<file path="config.mk">
export PLATFORM = sky130hd
export DESIGN_NAME = ocu_dual_cmp
export DESIGN_NICKNAME = d
export VERILOG_FILES = /design/src/rtl/ocu_pkg.sv /design/src/rtl/ocu_byte_wr.sv /design/src/rtl/ocu_chan.sv /design/src/rtl/ocu_dual_cmp.sv
export SDC_FILE = /design/constraint.sdc
export NUM_CORES = 1
export LEC_CHECK = 0
export ABC_AREA = 1
export CAP_MARGIN = 20
export CORE_MARGIN = 2
export CORE_UTILIZATION = 30
export DETAILED_ROUTE_END_ITERATION = 8
export GPL_ROUTABILITY_DRIVEN = 0
export HOLD_SLACK_MARGIN = 0.06
export PLACE_DENSITY = 0.5
export SYNTH_ARGS = -nofsm -noshare
export SYNTH_HDL_FRONTEND = slang
export SYNTH_SLANG_ARGS = --single-unit
</file>
<file path="constraint.sdc">
create_clock -name clk -period 1 [get_ports clk]
set_clock_uncertainty 0.2 [all_clocks]
set_input_delay 0.15 -clock clk [delete_from_list [all_inputs] [get_ports clk]]
set_output_delay 0.15 -clock clk [all_outputs]
set_load 0.1 [all_outputs]
</file>
<file path="src/rtl/ocu_pkg.sv">
package ocu_pkg;
    localparam int OCU_BUS_W = 8;
    localparam int OCU_N_CH  = 2;

    typedef enum logic {
        FLG_IDLE = 1'b0,
        FLG_PEND = 1'b1
    } flg_state_t;
endpackage

</file>
<file path="src/rtl/ocu_byte_wr.sv">
module ocu_byte_wr #(
    parameter int BUS_W = 8,
    parameter int N_CH  = 2,
    localparam int CH_W = (N_CH > 1) ? $clog2(N_CH) : 1,
    localparam int AW   = CH_W + 1
) (
    input  logic                 clk,
    input  logic                 rst_n,
    input  logic                 wr_en,
    input  logic [AW-1:0]        wr_addr,
    input  logic [BUS_W-1:0]     wr_data,
    output logic [N_CH-1:0]      commit,
    output logic [2*BUS_W-1:0]   commit_val
);
    logic [BUS_W-1:0] hold_q;
    logic             is_upper;
    logic [CH_W-1:0]  sel_ch;

    assign is_upper = wr_addr[0];
    assign sel_ch   = wr_addr[AW-1:1];

    always_ff @(posedge clk) begin
        if (!rst_n)
            hold_q <= '0;
        else if (wr_en && is_upper)
            hold_q <= wr_data;
    end

    generate
        for (genvar c = 0; c < N_CH; c++) begin : g_dec
            assign commit[c] = wr_en && !is_upper && (sel_ch == CH_W'(c));
        end
    endgenerate

    assign commit_val = {hold_q, wr_data};

    // an upper-byte write lands in the holding byte
    a_r2_hold_load: assert property (@(posedge clk) disable iff (!rst_n)
        (wr_en && is_upper) |=> (hold_q == $past(wr_data)));
    // holding byte survives everything but an upper-byte write
    a_r4_hold_keep: assert property (@(posedge clk) disable iff (!rst_n)
        !(wr_en && is_upper) |=> $stable(hold_q));
endmodule

</file>
<file path="src/rtl/ocu_chan.sv">
module ocu_chan
    import ocu_pkg::*;
#(
    parameter int CNT_W = 16
) (
    input  logic             clk,
    input  logic             rst_n,
    input  logic             commit,
    input  logic [CNT_W-1:0] commit_val,
    input  logic [CNT_W-1:0] cnt_val,
    input  logic             cnt_tick,
    input  logic             cnt_load,
    input  logic             clr,
    output logic [CNT_W-1:0] value,
    output logic             flag
);
    logic [CNT_W-1:0] value_q;
    logic             hit;
    flg_state_t       state_q, state_d;

    always_ff @(posedge clk) begin
        if (!rst_n)
            value_q <= '0;
        else if (commit)
            value_q <= commit_val;
    end

    assign hit = cnt_tick && !cnt_load && (cnt_val == value_q);

    always_comb begin
        state_d = state_q;
        unique case (state_q)
            FLG_IDLE: if (hit) state_d = FLG_PEND;
            FLG_PEND: if (clr && !hit) state_d = FLG_IDLE;
        endcase
    end

    always_ff @(posedge clk) begin
        if (!rst_n)
            state_q <= FLG_IDLE;
        else
            state_q <= state_d;
    end

    always_comb begin
        value = value_q;
        flag  = (state_q == FLG_PEND);
    end

    // a commit shows up whole on the next cycle
    a_r3_commit: assert property (@(posedge clk) disable iff (!rst_n)
        commit |=> (value == $past(commit_val)));
    // without a commit the compare value holds
    a_r2_value_stable: assert property (@(posedge clk) disable iff (!rst_n)
        !commit |=> $stable(value));
    // a rising flag needs a counted, non-loaded equal cycle before it
    a_r7_rise_needs_count: assert property (@(posedge clk) disable iff (!rst_n)
        $rose(flag) |-> $past(cnt_tick && !cnt_load));
    // a hit always leaves the flag set, clear or not
    a_r8_set_wins: assert property (@(posedge clk) disable iff (!rst_n)
        (cnt_tick && !cnt_load && cnt_val == value) |=> flag);
    // a clear without a hit drops the flag
    a_r8_clear: assert property (@(posedge clk) disable iff (!rst_n)
        (clr && !(cnt_tick && !cnt_load && cnt_val == value)) |=> !flag);
endmodule

</file>
<file path="src/rtl/ocu_dual_cmp.sv">
module ocu_dual_cmp
    import ocu_pkg::*;
#(
    parameter int BUS_W = OCU_BUS_W,
    parameter int N_CH  = OCU_N_CH,
    localparam int CNT_W = 2 * BUS_W,
    localparam int CH_W  = (N_CH > 1) ? $clog2(N_CH) : 1,
    localparam int AW    = CH_W + 1
) (
    input  logic             clk,
    input  logic             rst_n,
    input  logic [CNT_W-1:0] cnt_val,
    input  logic             cnt_tick,
    input  logic             cnt_load,
    input  logic             wr_en,
    input  logic [AW-1:0]    wr_addr,
    input  logic [BUS_W-1:0] wr_data,
    input  logic [N_CH-1:0]  clr,
    input  logic [AW-1:0]    rd_addr,
    output logic [BUS_W-1:0] rd_data,
    output logic [N_CH-1:0]  flag
);
    logic [N_CH-1:0]  commit;
    logic [CNT_W-1:0] commit_val;
    logic [CNT_W-1:0] value [N_CH];
    logic [CH_W-1:0]  rd_ch;

    ocu_byte_wr #(.BUS_W(BUS_W), .N_CH(N_CH)) u_wr (
        .clk        (clk),
        .rst_n      (rst_n),
        .wr_en      (wr_en),
        .wr_addr    (wr_addr),
        .wr_data    (wr_data),
        .commit     (commit),
        .commit_val (commit_val)
    );

    generate
        for (genvar c = 0; c < N_CH; c++) begin : g_ch
            ocu_chan #(.CNT_W(CNT_W)) u_ch (
                .clk        (clk),
                .rst_n      (rst_n),
                .commit     (commit[c]),
                .commit_val (commit_val),
                .cnt_val    (cnt_val),
                .cnt_tick   (cnt_tick),
                .cnt_load   (cnt_load),
                .clr        (clr[c]),
                .value      (value[c]),
                .flag       (flag[c])
            );
        end
    endgenerate

    assign rd_ch = rd_addr[AW-1:1];

    always_comb begin
        rd_data = '0;
        for (int c = 0; c < N_CH; c++) begin
            if (rd_ch == CH_W'(c))
                rd_data = rd_addr[0] ? value[c][CNT_W-1:BUS_W] : value[c][BUS_W-1:0];
        end
    end

    // at most one channel commits per write
    a_r3_single_commit: assert property (@(posedge clk) disable iff (!rst_n)
        $onehot0(commit));
endmodule

</file>
# [Word-level counts from Yosys, hierarchy flattened]
# Cells that the tools add are included.
[word_totals] regBits=42 latch_bits=0 ramBits=0 rom_bits=0 in_bits=35 output_inout_bits=10 wordCells=32 memories=0
[op_classes] addsub=0 mul=0 n_div=0 magnitude_cmp=0 n_eq_ne=2 n_shift=0 mux=9 bitwise_logic=3 reduce_logical=13
[ops] op="$eq 16x16->1" n=2
[ops] op="$mux 8" n=3
[ops] op="$logic_and 1x1->1" n=9
[ops] op="$logic_not 1->1" n=4
[ops] op="$mux 1" n=4
[ops] op="$pmux 1 s2" n=2
[ops] op="$not 1->1" n=3

# [Logic depth before layout (Yosys ltp)]
# Gate-level depths: netlist of the first run.
[logic_depth] word_depth=7 ltp_mapped=8 mapped_depth_nobuf=8

# [Modules after synthesis]
# From an unflattened synthesis of the first run, not the netlist that was laid out.
[unflattened] cells_unflattened=426 area_unflattened_um2=2533.7
[modules_own_cells] module="ocu_chan" instances=2 cells_per_inst=135 area_each_um2=862.1 seq_area_each_um2=340.3
[modules_own_cells] module="ocu_byte_wr" instances=1 cells_per_inst=62 area_each_um2=414.1 seq_area_each_um2=160.2
[modules_own_cells] module="ocu_dual_cmp" instances=1 cells_per_inst=94 area_each_um2=395.4 seq_area_each_um2=0.0

# [Least setup slack after synthesis of the first run]
# No wires, ideal clock.
[synth_path] kind="input to output" start="input rd_addr[0]" end="output rd_data[3]" arrival_ps=2079 required_time_ps=650 setup_slack_ps=-1429 cell_stages=6 path_buffers=2 path_cell_list="buf_4 > inv_2 > buf_6 > o21ai_1 > a21oi_1 > a21oi_1"
[synth_via] elab_chain_cells=2 elab_cells_between_ends=3 cone_classes="3 x mux"
[synth_rtl] element="start: declaration" line="ocu_dual_cmp.sv:19" text="input logic [AW-1:0] rd_addr,"
[synth_rtl] element="$mux 8" line="ocu_dual_cmp.sv:61" text="rd_data = rd_addr[0] ? value[c][CNT_W-1:BUS_W] : value[c][BUS_W-1:0];"
[synth_rtl] element="$mux 8 (*)" line="ocu_dual_cmp.sv:60" text="if (rd_ch == CH_W'(c))"
[synth_rtl] element="end: declaration" line="ocu_dual_cmp.sv:20" text="output logic [BUS_W-1:0] rd_data,"
# Every way passes the cells marked *; elsewhere a longest branch is shown, timed or not.

# [Worst setup path in the final report of the first run]
[layout_path] start="register g_ch[0].u_ch.value_q[9]" end="output rd_data[1]"
[layout_via] elab_chain_cells=2
[layout_rtl] element="start: declaration" line="ocu_chan.sv:17" text="logic [CNT_W-1:0] value_q;"
[layout_rtl] element="start signal: assignment" line="ocu_chan.sv:25" text="value_q <= commit_val;"
[layout_rtl] element="$mux 8" line="ocu_dual_cmp.sv:61"
[layout_rtl] element="$mux 8" line="ocu_dual_cmp.sv:60"
# No other way between the ends.

==> summary.txt, run 1 <==
Run status
  – Status: finished, violations left
  – Failing checks: setup timing

Power
  – Clock Power Share: about a quarter
  – Leak pwr: 1.69 nW
  – P_sw: ~1.4 mW
  – PwrDens: around 1100 mW/mm^2
  – Worst vdd ir: around 0.00055 V
  – Seq pwr share: a little over two fifths
  – Sw Share: between 30% and 40%
  – Pint: between 2 and 3 mW
  – Power share of the combinational group: around 32%

Critical path
  – Crit-path max FO: 3
  – Worst Setup EP: rd_data[1]
  – Critical path class: reg -> out
  – RR Endpoint: g_ch[0].u_ch.flag$_SDFF_PN0_
  – Startpoint class of the critical path: flip-flop
  – Reg-to-reg critical path startpoint: g_ch[0].u_ch.value[10]$_SDFFE_PN0P_
  – R2R depth: 10
  – Critical path arrival: between 1 and 1.5 ns
  – R2r setup slk: -0.43 ns
  – CP startpoint: g_ch[0].u_ch.value[9]$_SDFFE_PN0P_
  – Setup crit end kind: output port
  – CP required: around 0.65 ns

Place
  – DP HPWL: between 5000 and 6000 um
  – Port Buf Inserts: 44

Synth
  – Mapped cell area: 0.00238 sq mm
  – Post-synth top area share: a little over a third
  – Distinct cells, synth: 21
  – Synth top area cells: dfxtp_1 (35%), nand2_1 (14%), a21oi_1 (9.7%)
  – Largest area contributor in the netlist: dfxtp_1
  – Synth Warn #: 0
  – Post-synth net total: a little under 400
  – Syn avg cell area: 6.62 sq um
  – Seq cells post-synth: 42
  – Sequential-to-total area share from yosys stat: 35.4%
  – Mapped Cells: ~360

Route
  – Drt wl/cell: ~13 um
  – Initial drt markers: 112
  – Number of routed nets with antenna violations: 0
  – Detailed Route WL: between 7000 and 8000 um
  – Vias: 2543
  – DRT Pass-1 Iters: 4
  – DRC violations left: 0
  – Vias/cell: around 4.6

Timing
  – Hold Slack: ~0.13 ns
  – Worst Tran Pin Value: approximately 0.29 ns
  – Fin. Hold Viols: 0
  – Final period utilization: 157%
  – Minimum clock period: about 1.6 ns
  – Worst setup margin: -0.573 ns
  – Fmax: roughly 640 MHz
  – Setup violators final: 14
  – Setup TNS: -5.57 ns
  – Max_slew headroom: 80.6%
  – Max-slew violations: 0
  – RSZ-0062 raised after global routing: true

Cells and area
  – Fillers: about 770
  – Area Overhead vs Synth: 65.4%
  – Most frequent cells in the layout: nand2_1 (82), buf_4 (46), inv_1 (37)
  – Antenna diode count: 0
  – Commonest non-fill, non-tap cell in the layout: nand2_1
  – Nets: around 490
  – Share of cells above drive strength 1: 44.7%

Clock network
  – CTS tree: done
  – H-tree depth: 2
  – Reg clk slew, reported paths: ~0.08 ns
  – Clk sinks: 42
  – Clk_lat worst skew: around 0.3 ns
  – Root cell of the clock tree: clkbuf_8
  – Clock tree buffer depth: 2
  – Num CTS Buffers: 5

Die
  – Num rows: 32
  – IO Pins: between 40 and 50
  – Die W: just over 90 um
  – Die height: about 93 um
  – Core area: just under 0.008 sq mm
  – Total die area: ~0.0086 sq mm
  – Initial core utilization: between 30% and 40%

Global routing
  – Total global-route track usage: 17.6%
  – Vias in the first global route: 2413
  – First-pass GRT wire length: about 12000 um
  – Global route total overflow: 0
  – Antenna violations before repair: 0
  – Largest net degree at the start of global routing: 33

Flow run
  – Number of max-cap violations: 0

Hold path
  – Worst Hold Class: in -> reg
synthesized netlist by cell type, drive strengths merged:
cell type  count
nand3          7
o21ai         48
buf           14
clkbuf         2
nand3b         1
a21oi         58
nand2         90
nand4          4
xnor2          2
dfxtp         42
inv           55
nor2          36
through the flow:
| step | instances | util (%) | power (mW) | cell area (sq um) | setup slack [ns] |
|---|---|---|---|---|---|
| floorplan | 359 | - | 2.58 | 2530 | -0.486 |
| global placement | 538 | 45.3 | 3.11 | 3480 | -0.775 |
| detailed placement | 538 | 45.3 | 3.11 | 3480 | -0.799 |
| CTS | 554 | 49.6 | 4.31 | 3810 | -0.564 |
| global route | 558 | 51.1 | 4.54 | 3930 | -0.607 |
| finish | 558 | 51.1 | 4.32 | 3930 | -0.573 |
registers in the layout, summed over array words and instances, names as in the netlist:
name / cells
u_wr.hold_q: 8
g_ch.u_ch.value: 32
g_ch.u_ch.flag: 2
how the worst min path moves through the flow:
stage	start	end	slack (ns)	cells past startpoint
2_1_floorplan	rst_n	g_ch[0].u_ch.value[14]$_SDFFE_PN0P_	0.09	2
3_3_place_gp	g_ch[1].u_ch.value[3]$_SDFFE_PN0P_	g_ch[1].u_ch.value[3]$_SDFFE_PN0P_	0.26	2
3_5_place_dp	g_ch[1].u_ch.value[3]$_SDFFE_PN0P_	g_ch[1].u_ch.value[3]$_SDFFE_PN0P_	0.27	2
4_1_cts	wr_addr[0]	u_wr.hold_q[2]$_SDFFE_PN0P_	0.13	5
5_1_grt	wr_addr[0]	u_wr.hold_q[4]$_SDFFE_PN0P_	0.16	5
6_report	wr_addr[0]	u_wr.hold_q[2]$_SDFFE_PN0P_	0.13	5
power groups by stage:
stage	registers [mW]	clock network (mW)	logic, mW
floorplan	1.85	0	0.722
global placement	1.88	0	1.23
detailed placement	1.88	0	1.24
CTS	1.85	1.10	1.36
global route	1.86	1.18	1.50
finish	1.85	1.08	1.39
kinds of logic after synthesis:
| family | synth area share (%) |
|---|---|
| xor+xnor | 0.737 |
| compound gates | 25.8 |
| flops | 35.4 |
| buf+inv | 14.2 |
| simple gates | 23.9 |
layout make-up:
| type | instances | area (sq um) | area share [%] |
|---|---|---|---|
| clock inverters | 2 | 10.0 | 0.255 |
| inverters | 55 | 225 | 5.73 |
| flip-flops and latches | 42 | 873 | 22.2 |
| multi-input cells | 246 | 1470 | 37.5 |
| repair buffers | 105 | 1140 | 29.1 |
| well taps | 102 | 128 | 3.25 |
| repair inverters | 1 | 6.26 | 0.159 |
| clock buffers | 5 | 68.8 | 1.75 |
worst max-delay path: stages (launching register included):
cell and delay, ns:
dfxtp_2 0.35, inv_2 0.05, o21ai_2 0.13, a21oi_2 0.06, a21oi_4 0.15, buf_12 0.19
metal layers:
layer  track usage [%]  wire (um)
met5                 0          0
met4              6.74        193
met3              3.14        314
met2              27.8       3250
met1              23.9       3450
timing repair:
item,CTS,global route
hold buffers,0,0
buffers inserted,6,6
endpoints found under the setup margin,52,19
pin swaps,17,15
resized for setup,76,30
cloned,4,0
Power figures use the tool's default switching activity.
==> run 2, diff against run 1 <==
- ABC_CLOCK_PERIOD_IN_PS: unset -> 1000
- CORE_ASPECT_RATIO: unset -> 2
==> run 2 against run 1 <==
  * The flow still finishes with violations (setup timing)
  * Worst hold slack worse by 0.0025 ns
  * Critical path type unchanged
  * Worst setup slack better by 0.042 ns
  * Critical path depth unchanged
  * Critical endpoint is now rd_data[3]
  * Clock power up 52%
  * Core utilization up 2.6 points
==> summary.txt, run 2 (synthesized netlist as in run 1, its figures left out) <==
Power
  – Total power draw: 4.97 mW
  – Worst vdd ir: 0.000824 V
  – Leak pwr: approximately 1.8 nW
  – PwrDens: roughly 1200 mW/mm^2

Run status
  – Failing checks: setup timing
  – Status: finished, violations left

Timing
  – Setup violators final: 12
  – Fmax: roughly 650 MHz
  – Minimum clock period: 1.53 ns
  – Fin. Hold Viols: 0
  – Max-slew violations: 0
  – Setup TNS: -5.18 ns
  – Worst setup margin: -0.531 ns
  – Max_slew headroom: between 80% and 90%
  – Final period utilization: 153%
  – Worst Tran Pin Value: ~0.23 ns
  – RSZ-0062 raised after global routing: true

Die
  – Die W: 66.9 um
  – Total die area: a little under 0.009 sq mm
  – Num rows: 46
  – Die height: ~130 um
  – Core area: about 0.008 sq mm
  – Initial core utilization: a little under a third
  – IO Pins: 45

Global routing
  – Total global-route track usage: about a fifth
  – First-pass GRT wire length: ~13000 um
  – Global route total overflow: 0
  – Vias in the first global route: 2681
  – Antenna violations before repair: 0
  – Largest net degree at the start of global routing: 27

Critical path
  – R2R depth: 8
  – Startpoint class of the critical path: flip-flop
  – Cell-by-cell trace of the critical path: inv_2 -> o21ai_2 -> a21oi_2 -> a21oi_4 -> buf_12
  – Critical path arrival: 1.18 ns
  – Crit-path max FO: 3
  – Cell family with the largest share of critical-path delay: flip-flops
  – CP required: 0.65 ns
  – Critical Path Slowest Stage Cell: dfxtp_2
  – Critical path class: reg -> out
  – Buf/Inv on CP: 2
  – Levels on crit path: 5
  – Setup crit end kind: output port
  – Critical path's largest stage delay: 0.34 ns

Route
  – Initial drt markers: between 100 and 150
  – DRT Pass-1 Iters: 4
  – DRC violations left: 0
  – Detailed Route WL: between 7000 and 8000 um
  – Drt wl/cell: ~14 um
  – Vias/cell: around 4.7
  – Number of routed nets with antenna violations: 0
  – Vias: about 2.7k

Cells and area
  – Area Overhead vs Synth: 77.0%
  – Share of cells above drive strength 1: 48.5%
  – Most frequent cells in the layout: nand2_1 (83), buf_4 (56), inv_1 (36)
  – Nets: around 500
  – Antenna diode count: 0
  – Cell area after layout: around 0.0042 sq mm
  – Max reg flops: 32
  – Commonest non-fill, non-tap cell in the layout: nand2_1

Flow run
  – Number of max-cap violations: 0

Place
  – Port Buf Inserts: 44
  – Placed inst area: roughly 0.0035 sq mm
  – DP HPWL: about 5100 um

Clock network
  – Clk_lat worst skew: between 0.2 and 0.3 ns
  – CTS tree: done
  – Reg clk slew, reported paths: approximately 0.060 ns
  – Root cell of the clock tree: clkbuf_16
  – Clock tree buffer depth: 2
  – H-tree depth: 2
  – Clk sinks: 42
  – Num CTS Buffers: 5

Hold path
  – Worst Hold Depth: 4
  – Worst Hold Class: in -> reg
==> run 2: layer usage <==
metal  vias up  part of all wire, %  GRT usage [%]
li1       1365                    -              -
met1      1220                   41           22.2
met2        56                   53           34.8
met3        16                  3.2           1.98
met4         0                  3.4           9.60
met5         -                    0              0
==> run 2: worst paths after layout <==
check / from / to / slack [ns]
worst max-delay path: g_ch[0].u_ch.value[11]$_SDFFE_PN0P_ / rd_data[3] / -0.53
worst min-delay path: wr_addr[1] / g_ch[1].u_ch.value[14]$_SDFFE_PN0P_ / 0.13
worst max register to register: g_ch[0].u_ch.value[15]$_SDFFE_PN0P_ / g_ch[0].u_ch.flag$_SDFF_PN0_ / -0.40
worst min register to register: g_ch[1].u_ch.value[3]$_SDFFE_PN0P_ / g_ch[1].u_ch.value[3]$_SDFFE_PN0P_ / 0.28
==> run 2: final cells by class <==
type	count	area, sq um
fill	771	3620
clock inverter	1	5.00
sequential	42	880
inverter	55	225
timing repair buffer	116	1270
tap	96	120
clock buffer	7	143
timing repair inverter	1	6.26
multi-input combinational	246	1560
==> run 2: metrics by stage <==
stage                     util, %  setup WS [ns]  std cells  hold slack (ns)
final                        53.7         -0.531        564            0.130
after global routing         53.7         -0.587        564            0.160
after CTS                    52.7         -0.535        566            0.129
after detailed placement     45.0         -0.790        540            0.268
after global placement       45.0         -0.777        540            0.263
after floorplan                 -         -0.486        359           0.0884
==> run 2: power by group <==
part | internal [mW] | switching, mW | total [mW]
clock | 0.990 | 0.651 | 1.64
combinational | 0.685 | 0.792 | 1.48
sequential | 1.77 | 0.0852 | 1.85
total | 3.44 | 1.53 | 4.97
==> run 2: worst min-delay path: stages <==
cell and delay (ns):
buf_2 0.12, nand3_4 0.09, buf_4 0.16, a21oi_2 0.06
==> run 2: timing repair <==
item / 4_1_cts / 5_1_grt
endpoints found under the setup margin: 52 / 35
resized for setup: 91 / 43
setup buffers: 14 / 2
cloned: 6 / 0
hold buffers: 0 / 0
pin swaps: 20 / 13
